**src/rtl/cvm_pkg.sv**
```systemverilog
package cvm_pkg;

    typedef enum logic [3:0] {
        ST_IDLE,
        ST_CLEAR,
        ST_POSRD,
        ST_POSWAIT,
        ST_VRD,
        ST_VAPP,
        ST_HOLD,
        ST_RMW,
        ST_DONE
    } cvm_state_e;

    localparam logic MODE_BIN = 1'b0;
    localparam logic MODE_INT = 1'b1;

endpackage

```
**src/rtl/cvm_window.sv**
```systemverilog
// Two-row element window: appends a lane range of a word behind the
// current fill level, or pops the oldest NB elements as one aligned word.
module cvm_window #(
    parameter int NB = 4,
    parameter int EW = 8,
    parameter int CW = 4,
    parameter int LW = 3
) (
    input  logic [2*NB-1:0][EW-1:0] win_q,
    input  logic [CW-1:0]           cnt_q,
    input  logic                    app_en,
    input  logic [NB-1:0][EW-1:0]   app_word,
    input  logic [LW-1:0]           app_lo,
    input  logic [LW-1:0]           app_hi,
    input  logic                    pop_en,
    output logic [2*NB-1:0][EW-1:0] win_d,
    output logic [CW-1:0]           cnt_d,
    output logic [NB-1:0][EW-1:0]   head
);
    localparam int LNB = $clog2(NB);

    // oldest NB elements, lanes beyond the fill level read as zero
    for (genvar j = 0; j < NB; j++) begin : g_head
        assign head[j] = (CW'(j) < cnt_q) ? win_q[j] : '0;
    end

    always_comb begin
        win_d = win_q;
        cnt_d = cnt_q;
        if (pop_en) begin
            for (int t = 0; t < NB; t++) begin
                win_d[t] = win_q[t+NB];
            end
            for (int t = NB; t < 2*NB; t++) begin
                win_d[t] = '0;
            end
            cnt_d = (cnt_q >= CW'(NB)) ? cnt_q - CW'(NB) : '0;
        end else if (app_en) begin
            for (int t = 0; t < 2*NB; t++) begin
                automatic int off = t - int'(cnt_q);
                automatic int len = int'(app_hi) - int'(app_lo);
                automatic int src = int'(app_lo) + off;
                if (off >= 0 && off < len && src < NB) begin
                    win_d[t] = app_word[src[LNB-1:0]];
                end
            end
            cnt_d = cnt_q + CW'(app_hi - app_lo);
        end
    end

endmodule

```
**src/rtl/cvm_combine.sv**
```systemverilog
// Per-lane merge of a stored result word with an aligned vector word.
module cvm_combine #(
    parameter int NB = 4,
    parameter int EW = 8
) (
    input  logic                  int_mode,
    input  logic [NB-1:0][EW-1:0] acc,
    input  logic [NB-1:0][EW-1:0] add,
    output logic [NB-1:0][EW-1:0] sum
);
    for (genvar j = 0; j < NB; j++) begin : g_lane
        logic [EW:0]   wide;
        logic [EW-1:0] sat;
        logic [EW-1:0] par;
        assign wide = {1'b0, acc[j]} + {1'b0, add[j]};
        assign sat  = wide[EW] ? {EW{1'b1}} : wide[EW-1:0];
        assign par  = {{(EW-1){1'b0}}, acc[j][0] ^ add[j][0]};
        assign sum[j] = int_mode ? sat : par;
    end

endmodule

```
**src/rtl/sparse_circ_mul.sv**
```systemverilog
module sparse_circ_mul
    import cvm_pkg::*;
#(
    parameter int P      = 15,
    parameter int NB     = 4,
    parameter int EW     = 8,
    parameter int MAXPOS = 8,
    localparam int W     = (P + NB - 1) / NB,
    localparam int WAW   = (W > 1) ? $clog2(W) : 1,
    localparam int XW    = $clog2(P),
    localparam int PAW   = (MAXPOS > 1) ? $clog2(MAXPOS) : 1,
    localparam int PCW   = $clog2(MAXPOS + 1)
) (
    input  logic               clk,
    input  logic               rst_n,
    input  logic               start,
    input  logic               mode,
    input  logic [PCW-1:0]     num_pos,
    output logic               done,
    output logic               pos_rd,
    output logic [PAW-1:0]     pos_addr,
    input  logic [XW-1:0]      pos_data,
    output logic               v_rd,
    output logic [WAW-1:0]     v_addr,
    input  logic [NB*EW-1:0]   v_rdata,
    output logic               r_rd,
    output logic [WAW-1:0]     r_raddr,
    input  logic [NB*EW-1:0]   r_rdata,
    output logic               r_wr,
    output logic [WAW-1:0]     r_waddr,
    output logic [NB*EW-1:0]   r_wdata
);
    localparam int LNB   = $clog2(NB);
    localparam int LW    = $clog2(NB + 1);
    localparam int CW    = $clog2(2*NB + 1);
    localparam int RCW   = $clog2(W + 1);
    localparam int LASTV = P - (W - 1) * NB;

    typedef struct packed {
        cvm_state_e               st;
        logic                     mode;
        logic [PCW-1:0]           npos;
        logic [PCW-1:0]           pidx;
        logic [WAW-1:0]           waddr;
        logic [RCW-1:0]           rdcnt;
        logic [LNB-1:0]           idx;
        logic                     hold_done;
        logic [NB-1:0][EW-1:0]    hold;
        logic [2*NB-1:0][EW-1:0]  win;
        logic [CW-1:0]            cnt;
        logic [RCW-1:0]           kout;
    } ctl_t;

    ctl_t q, d;

    // window and merge datapath
    logic                    app_en_d, pop_en_d;
    logic [NB-1:0][EW-1:0]   app_word_d;
    logic [LW-1:0]           app_lo_d, app_hi_d;
    logic [2*NB-1:0][EW-1:0] win_nx;
    logic [CW-1:0]           cnt_nx;
    logic [NB-1:0][EW-1:0]   head_w;
    logic [NB-1:0][EW-1:0]   acc_w, sum_w;
    logic [PCW-1:0]          npos_lat;

    assign acc_w    = r_rdata;
    assign npos_lat = q.npos;

    cvm_window #(.NB(NB), .EW(EW), .CW(CW), .LW(LW)) u_window (
        .win_q    (q.win),
        .cnt_q    (q.cnt),
        .app_en   (app_en_d),
        .app_word (app_word_d),
        .app_lo   (app_lo_d),
        .app_hi   (app_hi_d),
        .pop_en   (pop_en_d),
        .win_d    (win_nx),
        .cnt_d    (cnt_nx),
        .head     (head_w)
    );

    cvm_combine #(.NB(NB), .EW(EW)) u_combine (
        .int_mode (q.mode == MODE_INT),
        .acc      (acc_w),
        .add      (head_w),
        .sum      (sum_w)
    );

    always_comb begin
        logic                  decide;
        logic [XW+LNB-1:0]     xe;
        logic                  stream_end;

        d          = q;
        decide     = 1'b0;
        xe         = {{LNB{1'b0}}, pos_data};
        stream_end = 1'b0;

        done       = 1'b0;
        pos_rd     = 1'b0;
        pos_addr   = q.pidx[PAW-1:0];
        v_rd       = 1'b0;
        v_addr     = q.waddr;
        r_rd       = 1'b0;
        r_raddr    = WAW'(q.kout);
        r_wr       = 1'b0;
        r_waddr    = WAW'(q.kout);
        r_wdata    = '0;
        app_en_d   = 1'b0;
        pop_en_d   = 1'b0;
        app_word_d = v_rdata;
        app_lo_d   = '0;
        app_hi_d   = '0;

        case (q.st)
            ST_IDLE: begin
                if (start) begin
                    d.mode = mode;
                    d.npos = num_pos;
                    d.kout = '0;
                    d.st   = ST_CLEAR;
                end
            end
            ST_CLEAR: begin
                r_wr = 1'b1;
                if (q.kout == RCW'(W - 1)) begin
                    d.kout = '0;
                    d.pidx = '0;
                    d.st   = (q.npos == '0) ? ST_DONE : ST_POSRD;
                end else begin
                    d.kout = q.kout + 1'b1;
                end
            end
            ST_POSRD: begin
                pos_rd = 1'b1;
                d.st   = ST_POSWAIT;
            end
            ST_POSWAIT: begin
                d.waddr     = WAW'(xe >> LNB);
                d.idx       = xe[LNB-1:0];
                d.rdcnt     = '0;
                d.cnt       = '0;
                d.kout      = '0;
                d.hold_done = 1'b0;
                d.st        = ST_VRD;
            end
            ST_VRD: begin
                v_rd = 1'b1;
                d.st = ST_VAPP;
            end
            ST_VAPP: begin
                app_en_d   = 1'b1;
                app_word_d = v_rdata;
                app_lo_d   = (q.rdcnt == '0) ? LW'(q.idx) : '0;
                app_hi_d   = (q.waddr == WAW'(W - 1)) ? LW'(LASTV) : LW'(NB);
                if (q.rdcnt == '0) begin
                    d.hold = v_rdata;
                end
                d.rdcnt = q.rdcnt + 1'b1;
                d.waddr = (q.waddr == WAW'(W - 1)) ? '0 : q.waddr + 1'b1;
                decide  = 1'b1;
            end
            ST_HOLD: begin
                app_en_d    = 1'b1;
                app_word_d  = q.hold;
                app_lo_d    = '0;
                app_hi_d    = LW'(q.idx);
                d.hold_done = 1'b1;
                decide      = 1'b1;
            end
            ST_RMW: begin
                pop_en_d = 1'b1;
                r_wr     = 1'b1;
                r_wdata  = sum_w;
                d.kout   = q.kout + 1'b1;
                decide   = 1'b1;
            end
            ST_DONE: begin
                done = 1'b1;
                d.st = ST_IDLE;
            end
            default: d.st = ST_IDLE;
        endcase

        d.win = win_nx;
        d.cnt = cnt_nx;

        if (decide) begin
            stream_end = (d.rdcnt == RCW'(W)) && (d.hold_done || q.idx == '0);
            if (d.cnt >= CW'(NB) || (stream_end && d.cnt != '0)) begin
                r_rd    = 1'b1;
                r_raddr = WAW'(d.kout);
                d.st    = ST_RMW;
            end else if (d.rdcnt < RCW'(W)) begin
                d.st = ST_VRD;
            end else if (!stream_end) begin
                d.st = ST_HOLD;
            end else begin
                d.pidx = q.pidx + 1'b1;
                d.st   = (d.pidx == q.npos) ? ST_DONE : ST_POSRD;
            end
        end
    end

    always_ff @(posedge clk or negedge rst_n) begin
        if (!rst_n) begin
            q <= '0;
        end else begin
            q <= d;
        end
    end

endmodule

```
**config.mk**
```make
export PLATFORM = sky130hd
export DESIGN_NAME = sparse_circ_mul
export DESIGN_NICKNAME = d
export VERILOG_FILES = /design/src/rtl/cvm_pkg.sv /design/src/rtl/cvm_window.sv /design/src/rtl/cvm_combine.sv /design/src/rtl/sparse_circ_mul.sv
export SDC_FILE = /design/constraint.sdc
export NUM_CORES = 1
export LEC_CHECK = 0
export BUFFER_PORTS_ARGS = -buffer_cell sky130_fd_sc_hd__buf_2
export CORE_ASPECT_RATIO = 1.5
export CORE_UTILIZATION = 61
export DETAILED_ROUTE_END_ITERATION = 10
export PLACE_DENSITY = 0.82
export REMOVE_ABC_BUFFERS = 1
export SLEW_MARGIN = 5
export SYNTH_ARGS = -nofsm -noshare
export SYNTH_HDL_FRONTEND = slang
export SYNTH_SLANG_ARGS = --single-unit
```
**constraint.sdc**
```tcl
create_clock -name clk -period 6.5 [get_ports clk]
set_clock_uncertainty 0.2 [all_clocks]
set_input_delay 1.3 -clock clk [delete_from_list [all_inputs] [get_ports clk]]
set_output_delay 1.3 -clock clk [all_outputs]
set_load 0.01 [all_outputs]
```
==> out/qor_table.md <==
| Metric | Value |
| --- | --- |
| Std cell rows | 61 |
| Max clock buf depth | 2 |
| Critical path capture point type | primary output |
| Die width | 114.4 um |
| Placed Instance Area | 0.01233 sq mm |
| Count of yosys warnings during synthesis | 0 |
| Syn Std Cell Area | 0.01157 sq mm |
| Setup violation total in the final timing report | 0 |
| Quantity of gates resized following cts | 0 |
| Setup_tns | 0 ns |
| CTS clock-pin slew for the worst setup and hold paths | 0.05 ns |
| DR iter-0 viols | 567 |
| Routed length per placed instance | 17.04 um |
| GRT Resource Usage Total | 29.63% |
| Total overflow reported by the global router | 0 |
| Depth of the worst register-to-register path | 17 |
| Leading cell type by number of instances after synthesis | nand2_1 |
| Count of vias placed by the detailed router | 9881 |
| Synthesized-area fraction occupied by adder cells | 17.98% |
| Path class of the lowest-slack min-delay path | reg2reg |
| Number of hold violations in the final report | 0 |
| Unrepaired setup endpoints after global routing | false |
| Post-synthesis average cell area | 9.050 sq um |
| Fill cell total of the finished layout | 1435 |
| Hold-fix buffer count after cts | 0 |
| CP max stage cell | fa_1 |
| Fraction of layout cells with a size suffix above 1 | 16.37% |
| Area share of and/or/nand/nor cells after synthesis | 20.85% |
| Fraction of synthesized cell area in xor and xnor cells | 3.072% |
| Cell taking the most area after synthesis | dfrtp_1 |
| Worst endpoint data arrival time | 4.66 ns |
| Number of buffers added on ports | 121 |
| Vias in the first global route | 9724 |
| First-pass GRT wire length | 45700 um |
| H-tree levels | 4 |
| Number of distinct library cells after synthesis | 87 |
| Number of nets at the end of the flow | 1603 |
| Area of the core | 0.01855 sq mm |
| Worst Hold Margin | 0.2740 ns |
| Clock buffer count from CTS | 17 |
| Crit path time final | 6.161 ns |
| Cell at the root of the clock tree | clkbuf_16 |
| Slew Limit Headroom | 30.83% |
| Final weighted congestion of routability-driven global placement | 0.8987 |
| Max Clock Freq | 0.1623 GHz |
| Detailed-placement wirelength estimate | 21290 um |
| Most instantiated cells after synthesis | nand2_1, ha_1, dfrtp_1 |
| Critical-path maximum fanout | 8 |
| Number of clock sinks | 124 |
| Die area | 0.01953 sq mm |
| Worst ir drop on vdd | 0.5134 mV |
| Hold Path Stages | 1 |
| Effective utilization at floorplan | 62.36% |
| Sequential element share of the synthesized area | 26.83% |
| Leakage power total | 6.220 nW |
| Initial antenna violation count | 0 |
| Top post-synthesis cells by area | dfrtp_1, ha_1, mux2i_1 |
| Detail-routed via count per cell | 6.029 |
| Count of inserted antenna diode cells | 0 |
| Crit-path max cell delay | 0.51 ns |
| Clk_lat worst skew | 0.42 ns |
| Detailed-router iteration count before antenna repair | 5 |
| Most Frequent Cell on Critical Path | inv_1 |
| Transition at the pin with the smallest max-transition slack | 1.038 ns |
| Share of the synthesized area in the top cell type | 26.83% |
| Fin crit share | 94.79% |
| Count of flip-flops with a built-in enable after synthesis | 0 |
| TritonCTS clock tree | yes |
| Result of the run | completed |
| Final design instance area without fill | 0.01288 sq mm |
| Max-cap violation count | 0 |
| Fraction of registers with async set or reset after synthesis | 100.0% |
| Combinational family with the most area after synthesis | simple AND/OR/NAND/NOR gates |
| Drt drc | 0 |
| Multiplexer share of the synthesized area | 14.56% |
| Critical path class | reg2out |
| Layout overhead on the synthesized area | 11.37% |
| Nature of the critical path startpoint | register |
| Count of pins on the block boundary | 122 |
| Number of standard cells after synthesis | 1278 |
| Power density over cell area | 578.2 mW/mm^2 |
| Number of max-slew violations in the final report | 0 |
| Buffers inserted during post-CTS setup optimization | 0 |
| Compound-Gate Fraction of Synth Area | 12.08% |
| Series of cell instances along the critical path | nand4bb_1 > nor3b_2 > nand2_1 > buf_4 > inv_1 > fa_1 > inv_1 > ha_1 > and3_1 > or3_1 > and4_1 > a211oi_2 > a21boi_2 > nand2b_1 > mux2_1 > buf_2 |
| Primary flip-flop cell chosen by synthesis mapping | dfrtp_1 |
| Count of nets left with antenna violations after detail routing | 0 |
| Data required time of the worst path | 5.00 ns |
| Maximum number of pins on one net before global-route repair | 74 |
| Aggregate routed wire length | 27940 um |
| Post-synthesis register bit count | 124 |
| Height of the chip | 170.6 um |
## metrics by stage
| step | instances | power (mW) | util, % | setup slack [ns] |
|---|---|---|---|---|
| after floorplan | 1220 | 5.129 | - | -1.709 |
| after global placement | 1609 | 6.274 | 66.48 | 0.8258 |
| after detailed placement | 1609 | 6.478 | 66.48 | 0.6596 |
| after CTS | 1639 | 7.393 | 69.35 | 0.2238 |
| after global routing | 1639 | 8.105 | 69.45 | 0.02636 |
| final | 1639 | 7.448 | 69.45 | 0.3388 |
## state kept, by name, summed over array words and instances, names as in the netlist
| signal | count |
|---|---|
| q | 113 |
| npos_lat | 4 |
| v_addr | 2 |
| pos_addr | 3 |
| r_waddr | 2 |
## cell usage in the layout (no fill, tap or decap), drive strengths merged, types with 16 or more instances in the layout
cell type | Yosys | final
nor2b | 27 | 27
mux4 | 16 | 16
nand3 | 27 | 27
mux2 | 34 | 34
nand2 | 149 | 149
ha | 139 | 139
and2 | 18 | 18
a21oi | 88 | 88
dfrtp | 124 | 124
inv | 65 | 66
nand2b | 41 | 41
nand4 | 17 | 17
nor2 | 75 | 75
buf | 34 | 137
mux2i | 94 | 94
xnor2 | 18 | 18
o21ai | 50 | 50
nor3 | 38 | 38
clkbuf | 24 | 19
xor2 | 20 | 20
## worst max-delay path: cells and delay by family, from the launching register on
kind            cells  cell delay (ns)
mux                 1             0.34
fa+ha+maj           2             0.73
simple gates        7             1.70
compound gates      2             0.49
flops               1             0.38
buf+inv             4             0.59
## final timing paths
kind	startpoint	end	slack, ns
max reg2reg	q[121]	q[24]	0.94
max in group asynchronous	rst_n	q[25]	4.04
min	q[31]	q[31]	0.27
min in group asynchronous	rst_n	q[13]	0.83
min reg2reg	q[31]	q[31]	0.27
max	q[121]	r_raddr[0]	0.34
## power by group
part / switching, mW / leakage [nW] / internal, mW
Clock: 0.352 / 0.255 / 0.520
Combinational: 3.13 / 4.40 / 2.15
Sequential: 0.200 / 1.57 / 1.09
## area by class of cell
cell class	count	area (sq um)	share of cell area, %
inverter	65	244.0	1.894
sequential	124	3103	24.09
tap	252	315.3	2.448
timing repair buffer	137	732.0	5.682
multi-input combinational	1031	7955	61.76
clock inverter	11	98.84	0.7674
clock buffer	19	432.9	3.361
## routing by layer
metal	wire length, um	vias up	GRT usage [%]
met4	1170	0	14.46
li1	-	4753	-
met3	1362	72	4.605
met5	0	-	0
met2	14250	317	53.97
met1	11150	4739	33.38
## cell families (layout without fill, tap and decap cells)
kind of cell,Yosys count,after routing
AOI/OAI and AO/OA,221,221
DFF,124,124
xor gates and xnor gates,39,39
and+or+nand+nor,467,467
buffers and inverters,123,232
adders and majority gates,160,160
muxes,144,144
Power figures use the tool's default switching activity.
